[config.mk]
export PLATFORM = sky130hd
export DESIGN_NAME = route_stage
export DESIGN_NICKNAME = d
export VERILOG_FILES = /design/src/rtl/route_pkg.sv /design/src/rtl/route_table.sv /design/src/rtl/route_decide.sv /design/src/rtl/route_hold.sv /design/src/rtl/route_stage.sv
export SDC_FILE = /design/constraint.sdc
export NUM_CORES = 1
export LEC_CHECK = 0
export ABC_AREA = 1
export BUFFER_PORTS_ARGS = -buffer_cell sky130_fd_sc_hd__buf_2
export CAP_MARGIN = 15
export CORE_MARGIN = 2
export CORE_UTILIZATION = 35
export CTS_CLUSTER_SIZE = 8
export DETAILED_ROUTE_END_ITERATION = 16
export GPL_ROUTABILITY_DRIVEN = 0
export HOLD_SLACK_MARGIN = 0.12
export SLEW_MARGIN = 20
export SYNTH_ARGS = -nofsm -noshare
export SYNTH_HDL_FRONTEND = slang
export SYNTH_SLANG_ARGS = --single-unit
[constraint.sdc]
create_clock -name clk -period 4.8 [get_ports clk]
set_input_delay 0.24 -clock clk [delete_from_list [all_inputs] [get_ports clk]]
set_output_delay 0.24 -clock clk [all_outputs]
set_load 0.005 [all_outputs]
[src/rtl/route_pkg.sv]
// Shared types for the routing stage.
// Assumes: nothing beyond IEEE 1800-2017.
package route_pkg;
    // Route outcome decided at acceptance.
    typedef enum logic [1:0] {
        RT_DROP  = 2'd0,
        RT_LOCAL = 2'd1,
        RT_FWD   = 2'd2
    } rt_kind_e;
endpackage

[src/rtl/route_table.sv]
// Routing table: one entry per destination, each with a valid bit and a port.
// Writes are registered, so a read in the write cycle returns the old entry.
// Assumes: addresses are in range (ENTRIES is a power of two).
module route_table #(
    parameter int ENTRIES = 32,
    parameter int PORT_W  = 2,
    localparam int ADDR_W = $clog2(ENTRIES)
) (
    input  logic              clk,
    input  logic              rst_n,
    input  logic              wr_en,
    input  logic [ADDR_W-1:0] wr_addr,
    input  logic [PORT_W-1:0] wr_port,
    input  logic              wr_valid,
    input  logic [ADDR_W-1:0] rd_addr,
    output logic              rd_valid,
    output logic [PORT_W-1:0] rd_port
);
    logic              ent_valid [ENTRIES];
    logic [PORT_W-1:0] ent_port  [ENTRIES];

    for (genvar e = 0; e < ENTRIES; e++) begin : g_ent
        // Hold one entry; clear on reset, update on a matching write.
        always_ff @(posedge clk) begin
            if (!rst_n) begin
                ent_valid[e] <= 1'b0;
                ent_port[e]  <= '0;
            end else if (wr_en && (wr_addr == ADDR_W'(e))) begin
                ent_valid[e] <= wr_valid;
                ent_port[e]  <= wr_port;
            end
        end
    end

    // Combinational read of the addressed entry.
    always_comb begin
        rd_valid = ent_valid[rd_addr];
        rd_port  = ent_port[rd_addr];
    end
endmodule

[src/rtl/route_decide.sv]
// Route decision: local match first, then table validity, then link health.
// Assumes: link_fail is sampled in the same cycle as the lookup.
module route_decide
    import route_pkg::*;
#(
    parameter int NODE_W = 5,
    parameter int NPORTS = 4,
    localparam int PORT_W = $clog2(NPORTS)
) (
    input  logic [NODE_W-1:0] dest,
    input  logic [NODE_W-1:0] my_id,
    input  logic              ent_valid,
    input  logic [PORT_W-1:0] ent_port,
    input  logic [NPORTS-1:0] link_fail,
    output rt_kind_e          kind,
    output logic [PORT_W-1:0] port
);
    // Pick local, forward or drop with local delivery taking priority.
    always_comb begin
        port = ent_port;
        if (dest == my_id) begin
            kind = RT_LOCAL;
        end else if (!ent_valid || link_fail[ent_port]) begin
            kind = RT_DROP;
        end else begin
            kind = RT_FWD;
        end
    end
endmodule

[src/rtl/route_hold.sv]
// One-unit holding stage with per-sink handshakes.
// Stores the unit together with its route, so the route is frozen at accept.
// Assumes: the sinks follow valid/ready; dropped units never enter the stage.
module route_hold
    import route_pkg::*;
#(
    parameter int UNIT_W = 72,
    parameter int NPORTS = 4,
    localparam int PORT_W = $clog2(NPORTS)
) (
    input  logic              clk,
    input  logic              rst_n,
    input  logic              in_valid,
    output logic              in_ready,
    input  logic [UNIT_W-1:0] in_unit,
    input  rt_kind_e          in_kind,
    input  logic [PORT_W-1:0] in_port,
    output logic              up_valid,
    input  logic              up_ready,
    output logic [NPORTS-1:0] fwd_valid,
    input  logic [NPORTS-1:0] fwd_ready,
    output logic [UNIT_W-1:0] held_unit,
    output logic              drop_err
);
    logic              h_v;
    rt_kind_e          h_kind;
    logic [PORT_W-1:0] h_port;
    logic              sel_rdy;
    logic              take;

    // Readiness of the sink the held unit is bound for.
    always_comb begin
        sel_rdy  = (h_kind == RT_LOCAL) ? up_ready : fwd_ready[h_port];
        in_ready = !h_v || sel_rdy;
        take     = in_valid && in_ready;
    end

    // Load a routed unit, retire a delivered one, and strobe drops.
    always_ff @(posedge clk) begin
        if (!rst_n) begin
            h_v       <= 1'b0;
            h_kind    <= RT_DROP;
            h_port    <= '0;
            held_unit <= '0;
            drop_err  <= 1'b0;
        end else begin
            drop_err <= take && (in_kind == RT_DROP);
            if (take && (in_kind != RT_DROP)) begin
                h_v       <= 1'b1;
                h_kind    <= in_kind;
                h_port    <= in_port;
                held_unit <= in_unit;
            end else if (h_v && sel_rdy) begin
                h_v <= 1'b0;
            end
        end
    end

    // Drive the upward valid from the held route.
    always_comb up_valid = h_v && (h_kind == RT_LOCAL);

    for (genvar p = 0; p < NPORTS; p++) begin : g_fv
        // Decode the held port into one valid per link.
        always_comb fwd_valid[p] = h_v && (h_kind == RT_FWD) && (h_port == PORT_W'(p));
    end
endmodule

[src/rtl/route_stage.sv]
// Top of the routing stage: table lookup, decision and holding register.
// Header is the top byte of the unit: destination above, message type below.
// Assumes: my_id is static during operation.
module route_stage
    import route_pkg::*;
#(
    parameter int NODE_W = 5,
    parameter int TYPE_W = 3,
    parameter int PAY_W  = 64,
    parameter int NPORTS = 4,
    localparam int HDR_W   = NODE_W + TYPE_W,
    localparam int UNIT_W  = HDR_W + PAY_W,
    localparam int ENTRIES = 1 << NODE_W,
    localparam int PORT_W  = $clog2(NPORTS)
) (
    input  logic              clk,
    input  logic              rst_n,
    input  logic [NODE_W-1:0] my_id,
    input  logic              in_valid,
    output logic              in_ready,
    input  logic [UNIT_W-1:0] in_unit,
    input  logic              tbl_we,
    input  logic [NODE_W-1:0] tbl_addr,
    input  logic [PORT_W-1:0] tbl_port,
    input  logic              tbl_en,
    input  logic [NPORTS-1:0] link_fail,
    output logic              up_valid,
    input  logic              up_ready,
    output logic [UNIT_W-1:0] up_unit,
    output logic [NPORTS-1:0] fwd_valid,
    input  logic [NPORTS-1:0] fwd_ready,
    output logic [UNIT_W-1:0] fwd_unit,
    output logic              drop_err
);
    logic [NODE_W-1:0] dest;
    logic              ent_valid;
    logic [PORT_W-1:0] ent_port;
    rt_kind_e          kind;
    logic [PORT_W-1:0] port;
    logic [UNIT_W-1:0] held_unit;

    // Extract the destination field from the header.
    always_comb dest = in_unit[UNIT_W-1 -: NODE_W];

    route_table #(.ENTRIES(ENTRIES), .PORT_W(PORT_W)) u_tbl (
        .clk      (clk),
        .rst_n    (rst_n),
        .wr_en    (tbl_we),
        .wr_addr  (tbl_addr),
        .wr_port  (tbl_port),
        .wr_valid (tbl_en),
        .rd_addr  (dest),
        .rd_valid (ent_valid),
        .rd_port  (ent_port)
    );

    route_decide #(.NODE_W(NODE_W), .NPORTS(NPORTS)) u_dec (
        .dest      (dest),
        .my_id     (my_id),
        .ent_valid (ent_valid),
        .ent_port  (ent_port),
        .link_fail (link_fail),
        .kind      (kind),
        .port      (port)
    );

    route_hold #(.UNIT_W(UNIT_W), .NPORTS(NPORTS)) u_hold (
        .clk       (clk),
        .rst_n     (rst_n),
        .in_valid  (in_valid),
        .in_ready  (in_ready),
        .in_unit   (in_unit),
        .in_kind   (kind),
        .in_port   (port),
        .up_valid  (up_valid),
        .up_ready  (up_ready),
        .fwd_valid (fwd_valid),
        .fwd_ready (fwd_ready),
        .held_unit (held_unit),
        .drop_err  (drop_err)
    );

    // Both sinks see the held unit; valids select the consumer.
    always_comb begin
        up_unit  = held_unit;
        fwd_unit = held_unit;
    end
endmodule

**Word level (Yosys, flattened, before mapping)**

Memory sizes are Yosys's and may differ from the RTL's.
Cells that the tools add are included.

- Register bits after elaboration: 78
- Latch bits: 0
- Bits in writable memories: 96
- Memory bits (read-only): 0
- Input bits: 98
- Output and inout bits: 151
- Logic and storage cells: 331
- Memories: 2

Memories:

| name | depth | width | read ports | clocked after memory_dff | write ports | line | text |
|---|---|---|---|---|---|---|---|
| u_tbl.ent_port | 32 | 2 | 1 | 0 | 32 | route_table.sv:20 | `logic [PORT_W-1:0] ent_port [ENTRIES];` |
| u_tbl.ent_valid | 32 | 1 | 1 | 0 | 32 | route_table.sv:19 | `logic ent_valid [ENTRIES];` |

- Add/sub/neg operators: 0
- Multiply operators: 0
- Divide/modulo/power cells: 0
- Magnitude comparators: 2
- Eq/ne operators: 37
- Shifts and indexed selects: 0
- Muxes and demuxes: 170
- Bitwise logic cells: 64
- Reductions and logical operators: 51

Operator list:

| operator | number |
|---|---|
| 2-to-1 mux 1 bit | 134 |
| == test 5 bit (second input constant) | 16 |
| 2-to-1 mux 2 bit | 34 |
| OR 1 bit | 64 |
| logical AND 1 bit | 42 |
| == test 5 x 4 -> 1 bit (second input constant) | 8 |
| == test 5 x 3 -> 1 bit (second input constant) | 4 |
| == test 5 x 2 -> 1 bit (second input constant) | 2 |
| == test 2 bit (second input constant) | 3 |
| < comparator 2 x 3 -> 1 bit (second input constant) | 2 |
| == test 5 x 1 -> 1 bit (second input constant) | 1 |
| == test 5 bit | 1 |
| logical NOT 5 bit | 1 |
| binary-select mux 1 bit (select 2 bit) | 2 |
| == test 2 x 1 -> 1 bit (second input constant) | 2 |
| logical NOT 2 bit | 2 |
| nonzero test 2 bit | 2 |
| logical NOT 1 bit | 2 |
| logical OR 1 bit | 2 |

**Longest topological paths before layout**

An unclocked memory read counts as a cell.

- Depth in word-level cells: 9
- Mapped depth: 20
- Depth with buffers taken out: 15

**Hierarchy**

From an unflattened synthesis, not the netlist that was laid out.

- Cell total of the unflattened synthesis: 1176
- Area total of the unflattened synthesis: 8783.4 um2

By module, submodules not included:

| module | times used | cells an instance | area each (um2) | sequential area each (um2) |
|---|---|---|---|---|
| route_table | 1 | 567 | 4842.1 | 2872.8 |
| route_hold | 1 | 509 | 3266.9 | 1561.5 |
| route_stage | 1 | 72 | 540.5 | 0.0 |
| route_decide | 1 | 28 | 133.9 | 0.0 |

**Least setup slack after synthesis**

Ideal clock, no wire load.

- Path kind: in2reg
- Start: input port in_unit[67]
- End: register u_hold.h_port[1]
- Setup time: 115 ps
- Arrival time: 1830 ps
- Setup slack: 2855 ps
- Cell stages on the path: 17
- Path buffers: 4
- Cell sequence: buf_4 -> buf_4 -> or2_1 -> nand3_1 -> nand2_1 -> nand2_1 -> nand3_1 -> nand2_1 -> nand2_1 -> nand2_1 -> nand3_1 -> nand3_2 -> nand2_2 -> buf_6 -> buf_4 -> a21oi_1 -> nor2_1

- Longest elaborated chain between the ends: 8

RTL lines:

| element | line | text |
|---|---|---|
| start: declaration | route_stage.sv:21 | `input logic [UNIT_W-1:0] in_unit,` |
| memory read (32 x 2 bit) | -- |  |
| binary-select mux 1 bit (select 2 bit) | route_decide.sv:23 | `end else if (!ent_valid \|\| link_fail[ent_port]) begin` |
| 2-to-1 mux 1 bit (implied by the code) | route_decide.sv:23 |  |
| logical OR 1 bit | route_decide.sv:23 |  |
| 2-to-1 mux 2 bit | route_decide.sv:23 |  |
| 2-to-1 mux 2 bit | route_decide.sv:21 | `if (dest == my_id) begin` |
| nonzero test 2 bit | route_hold.sv:48 | `if (take && (in_kind != RT_DROP)) begin` |
| logical AND 1 bit | route_hold.sv:48 |  |
| end signal: assignment | route_hold.sv:51 | `h_port <= in_port;` |
| end: declaration | route_hold.sv:27 | `logic [PORT_W-1:0] h_port;` |

Several ways; a longest one is shown, not always the timed one. The select of a mux whose other input is x is not followed.
A chain may end at the register's enable or synchronous reset.

**Worst setup path after layout**

- Start: input port in_unit[67]
- End: register u_hold.held_unit[67]

- Longest elaborated chain between the ends: 8

RTL lines:

| element | line | text |
|---|---|---|
| memory read (32 x 2 bit) | -- |  |
| binary-select mux 1 bit (select 2 bit) | route_decide.sv:23 |  |
| 2-to-1 mux 1 bit (implied by the code) | route_decide.sv:23 |  |
| logical OR 1 bit | route_decide.sv:23 |  |
| 2-to-1 mux 2 bit | route_decide.sv:23 |  |
| 2-to-1 mux 2 bit | route_decide.sv:21 |  |
| nonzero test 2 bit | route_hold.sv:48 |  |
| logical AND 1 bit | route_hold.sv:48 |  |
| end signal: assignment | route_hold.sv:52 | `held_unit <= in_unit;` |
| end: declaration | route_hold.sv:22 | `output logic [UNIT_W-1:0] held_unit,` |

Several ways; a longest one is shown, not always the timed one. The select of a mux whose other input is x is not followed.

==> summary.md <==
| Metric | Value |
|---|---|
| Status | `completed` |
| Deepest clock path buffer count | `2` |
| Biggest fanout along the worst timing path | `63` |
| Mean instance size in the synthesized netlist | `7.63 um^2` |
| Row count | `59` |
| Actual slew at the worst max-slew pin | `0.975 ns` |
| Seq cells post-synth | `174` |
| Count of unique library cells instantiated by Yosys | `29` |
| HPWL Detailed | `16900 um` |
| Max_slew headroom | `35.0%` |
| Area overhead of the layout relative to synthesis | `17.5%` |
| Sequential cell fraction of total power | `45.8%` |
| Initial standard-cell utilization of the core | `35.3%` |
| Final hold violation count | `0` |
| Most used flip-flop cell after synthesis | `sky130_fd_sc_hd__edfxtp_1` |
| H-tree depth reported by CTS | `4` |
| Multi-input gate area in the final layout | `3200 um^2` |
| Worst Setup Start Kind | `input port` |
| Peak ir drop on the vdd network | `224 uV` |
| Pin count of the biggest net entering global routing | `135` |
| Share of the clock period used by the worst path after layout | `59.8%` |
| Post-synth design cell area | `9090 um^2` |
| Clock latency on the worst-skew pair | `0.43 ns` |
| Worst path arrival time | `3.18 ns` |
| Ratio of total power to cell area | `359 nW/um^2` |
| Critical path class | `in2reg` |
| GRT Total Usage | `17.6%` |
| Floorplan die width | `165 um` |
| EDFF count, synth | `95` |
| Async set or reset register ratio after synthesis | `0%` |
| Inserted Clock Buffers | `17` |
| Critical path cell sequence | `buf_2 > inv_2 > nand2_1 > nand3_1 > nand3_1 > nand2_1 > nand2_1 > nand3_1 > nand3b_1 > nand3_1 > nand3_2 > nand2_4 > buf_12 > nand3_1 > nand2_1 > nor2_1` |
| Ports | `249` |
| Cells on Worst Hold Path | `5` |
| CTS clk-pin slew, worst paths | `0.07 ns` |
| Via count of the first global-routing pass | `7190` |
| Max Slew Vio Count | `0` |
| Area share of the largest cell type after synthesis | `31.4%` |
| Port Buffer Count | `248` |
| Cell repeated most along the worst path | `sky130_fd_sc_hd__nand3_1` |
| Routed wirelength normalized by instance count | `14.8 um` |
| Clock root cell | `sky130_fd_sc_hd__clkbuf_16` |
| Standby leakage power | `5.14 nW` |
| Total routed wire length on the met1 layer | `11000 um` |
| Number of setup violations in the final report | `0` |
| Cell-internal power | `0.00274 W` |
| Hold/Removal Path Class | `in2reg` |
| Yosys warnings | `0` |
| Combinational power share | `16.9%` |
| Crit path max-delay cell type | `sky130_fd_sc_hd__inv_2` |
| Share of total power in the clock network | `37.2%` |
| CTS tree | `done` |
| Final total negative setup slack | `0 ns` |
| Switching power of the nets | `0.00109 W` |
| Sw Ratio | `28.4%` |
| Maximum capacitance violations | `0` |
| GRT overflow | `0` |
| Number of nets with antenna violations after routing | `0` |
| Delay of the slowest critical-path stage | `0.60 ns` |
| CP Data Required Time | `5.11 ns` |
| Clk sinks | `174` |
| Initial antenna violation count | `2` |
| Min cycle time layout | `2.87 ns` |
| Area leader, netlist | `sky130_fd_sc_hd__edfxtp_1` |
| Length in cells of the worst reg-to-reg path | `15` |
| Proportion of layout cells with a drive suffix above 1 | `21.9%` |
| Total met2 wirelength after detailed routing | `11800 um` |
| Core region area | `25800 um^2` |
| Wire length after detailed routing | `24900 um` |
| Sequential fraction of the synthesis area | `48.8%` |
| Setup repair after global routing missed its margin | `false` |
| Final nets | `1429` |
| Filler Cell Count | `2649` |
| First-pass detailed-route iteration total | `5` |
| Die height | `165 um` |
| Syn nets | `1290` |
| F_max | `349 MHz` |
| Critical path capture point type | `register` |
| Highest metal layer used by the detailed router | `met5` |
| Avg Vias per Cell | `4.73` |
| Vias | `7950` |
| Number of DRC violations after detailed-routing iteration 0 | `633` |
| Routed length on met3 | `1580 um` |
| Cell types with the largest area share after synthesis | `sky130_fd_sc_hd__edfxtp_1, sky130_fd_sc_hd__dfxtp_1, sky130_fd_sc_hd__nand3_1` |
| Utilization of the core after routing | `41.5%` |
| Wire length of the first global-routing pass | `37400 um` |
| Post-Route Skew | `0.0160 ns` |
| Floorplan die area | `27300 um^2` |
| Combined flip-flop and latch cell area | `4430 um^2` |
| Synthesized instance count | `1192` |
| DRC violation count after routing | `0` |
==> routing by layer <==
layer  vias to the layer above  GRT usage, %
met1                      3604          22.5
li1                       4012             -
met5                         -             0
met4                         2          6.13
met3                        31          3.45
met2                       301          29.7
==> cells in the mapped netlist, types with 5 or more instances <==
master                     count
sky130_fd_sc_hd__clkbuf_1     49
sky130_fd_sc_hd__nand2_1     202
sky130_fd_sc_hd__edfxtp_1     95
sky130_fd_sc_hd__buf_6         7
sky130_fd_sc_hd__buf_4        85
sky130_fd_sc_hd__nand3_1     163
sky130_fd_sc_hd__a21oi_1      77
sky130_fd_sc_hd__o211ai_1      7
sky130_fd_sc_hd__dfxtp_1      79
sky130_fd_sc_hd__nor2_1      216
sky130_fd_sc_hd__inv_1       131
sky130_fd_sc_hd__o21ai_0      40
sky130_fd_sc_hd__buf_2        11
sky130_fd_sc_hd__nor3_1        5
==> flip-flops by register name (all words and copies together), names as in the netlist <==
| name | flops |
|---|---|
| u_hold.h_kind | 2 |
| u_hold.h_port | 2 |
| u_tbl.ent_port | 64 |
| u_hold.drop_err | 1 |
| u_tbl.ent_valid | 32 |
| u_hold.h_v | 1 |
| u_hold.held_unit | 72 |
==> logic make-up (layout without fill, tap and decap cells) <==
family,after synthesis,after routing,share of synthesized area (%)
AO/OA/AOI/OAI,129,129,7.39
other,0,1,0
buffers and inverters,289,441,16.2
AND/OR/NAND/NOR,594,594,27.1
multiplexers,1,1,0.110
XOR/XNOR,5,5,0.482
flip-flops,174,174,48.8
==> final timing paths <==
kind / start / end / slack, ns
worst max-delay path: in_unit[67] / u_hold.held_unit[67]$_SDFFE_PN0P_ / 1.93
worst min-delay path: in_unit[0] / u_hold.held_unit[0]$_SDFFE_PN0P_ / 0.13
worst max register to register: u_tbl.ent_port[7][0]$_SDFFCE_PN0P_ / u_hold.held_unit[67]$_SDFFE_PN0P_ / 2.15
worst min register to register: u_hold.h_kind[0]$_SDFFE_PN0P_ / u_hold.h_kind[0]$_SDFFE_PN0P_ / 0.47
==> power groups by stage <==
stage / Combinational [W] / Clock, W / Sequential, W
after global routing: 0.000742 / 0.00151 / 0.00177
final: 0.000648 / 0.00143 / 0.00176
after global placement: 0.000635 / 0 / 0.00179
after floorplan: 0.000482 / 0 / 0.00177
after detailed placement: 0.000639 / 0 / 0.00179
after CTS: 0.000652 / 0.00146 / 0.00176
==> through the flow <==
step                      instance area (um^2)  std cells  total power, W  hold WS (ns)  setup WS (ns)
after floorplan                           9090       1192         0.00226         0.447           2.86
after global placement                    9890       1629         0.00242         0.478           1.61
after detailed placement                  9890       1629         0.00243         0.474           1.58
after CTS                                10700       1679         0.00387         0.120           2.03
after global routing                     10700       1680         0.00402         0.140           1.62
final                                    10700       1680         0.00383         0.133           1.93
==> placed cells by master (no fill, tap or decap), drive strengths merged, types with 3 or more instances in the layout <==
cell type and instances:
xnor2 3, edfxtp 95, o211ai 7, dfxtp 79
nand3 164, clkbuf 22, buf 257, nor3 5
or2 4, inv 141, dlygate4sd3 18, a21oi 77
o21ai 42, nand2 203, nor2 216
==> critical path, delay by kind of cell <==
kind	cells	cell delay, ns
and+or+nand+nor	13	1.72
buffers and inverters	3	1.14
==> area by class of cell <==
class | instances | area share [%]
flip-flops and latches | 174 | 41.5
multi-input cells | 729 | 29.9
repair buffers | 275 | 14.2
inverters | 134 | 4.73
clock buffers | 22 | 4.65
well taps | 335 | 3.92
clock inverters | 10 | 1.07
diodes | 1 | 0.0234
==> timing repair <==
action,CTS,global route
hold endpoints to repair,18,0
hold buffers,18,0
gates resized for setup,0,0
buffers inserted,0,0
Power figures use the tool's default switching activity.
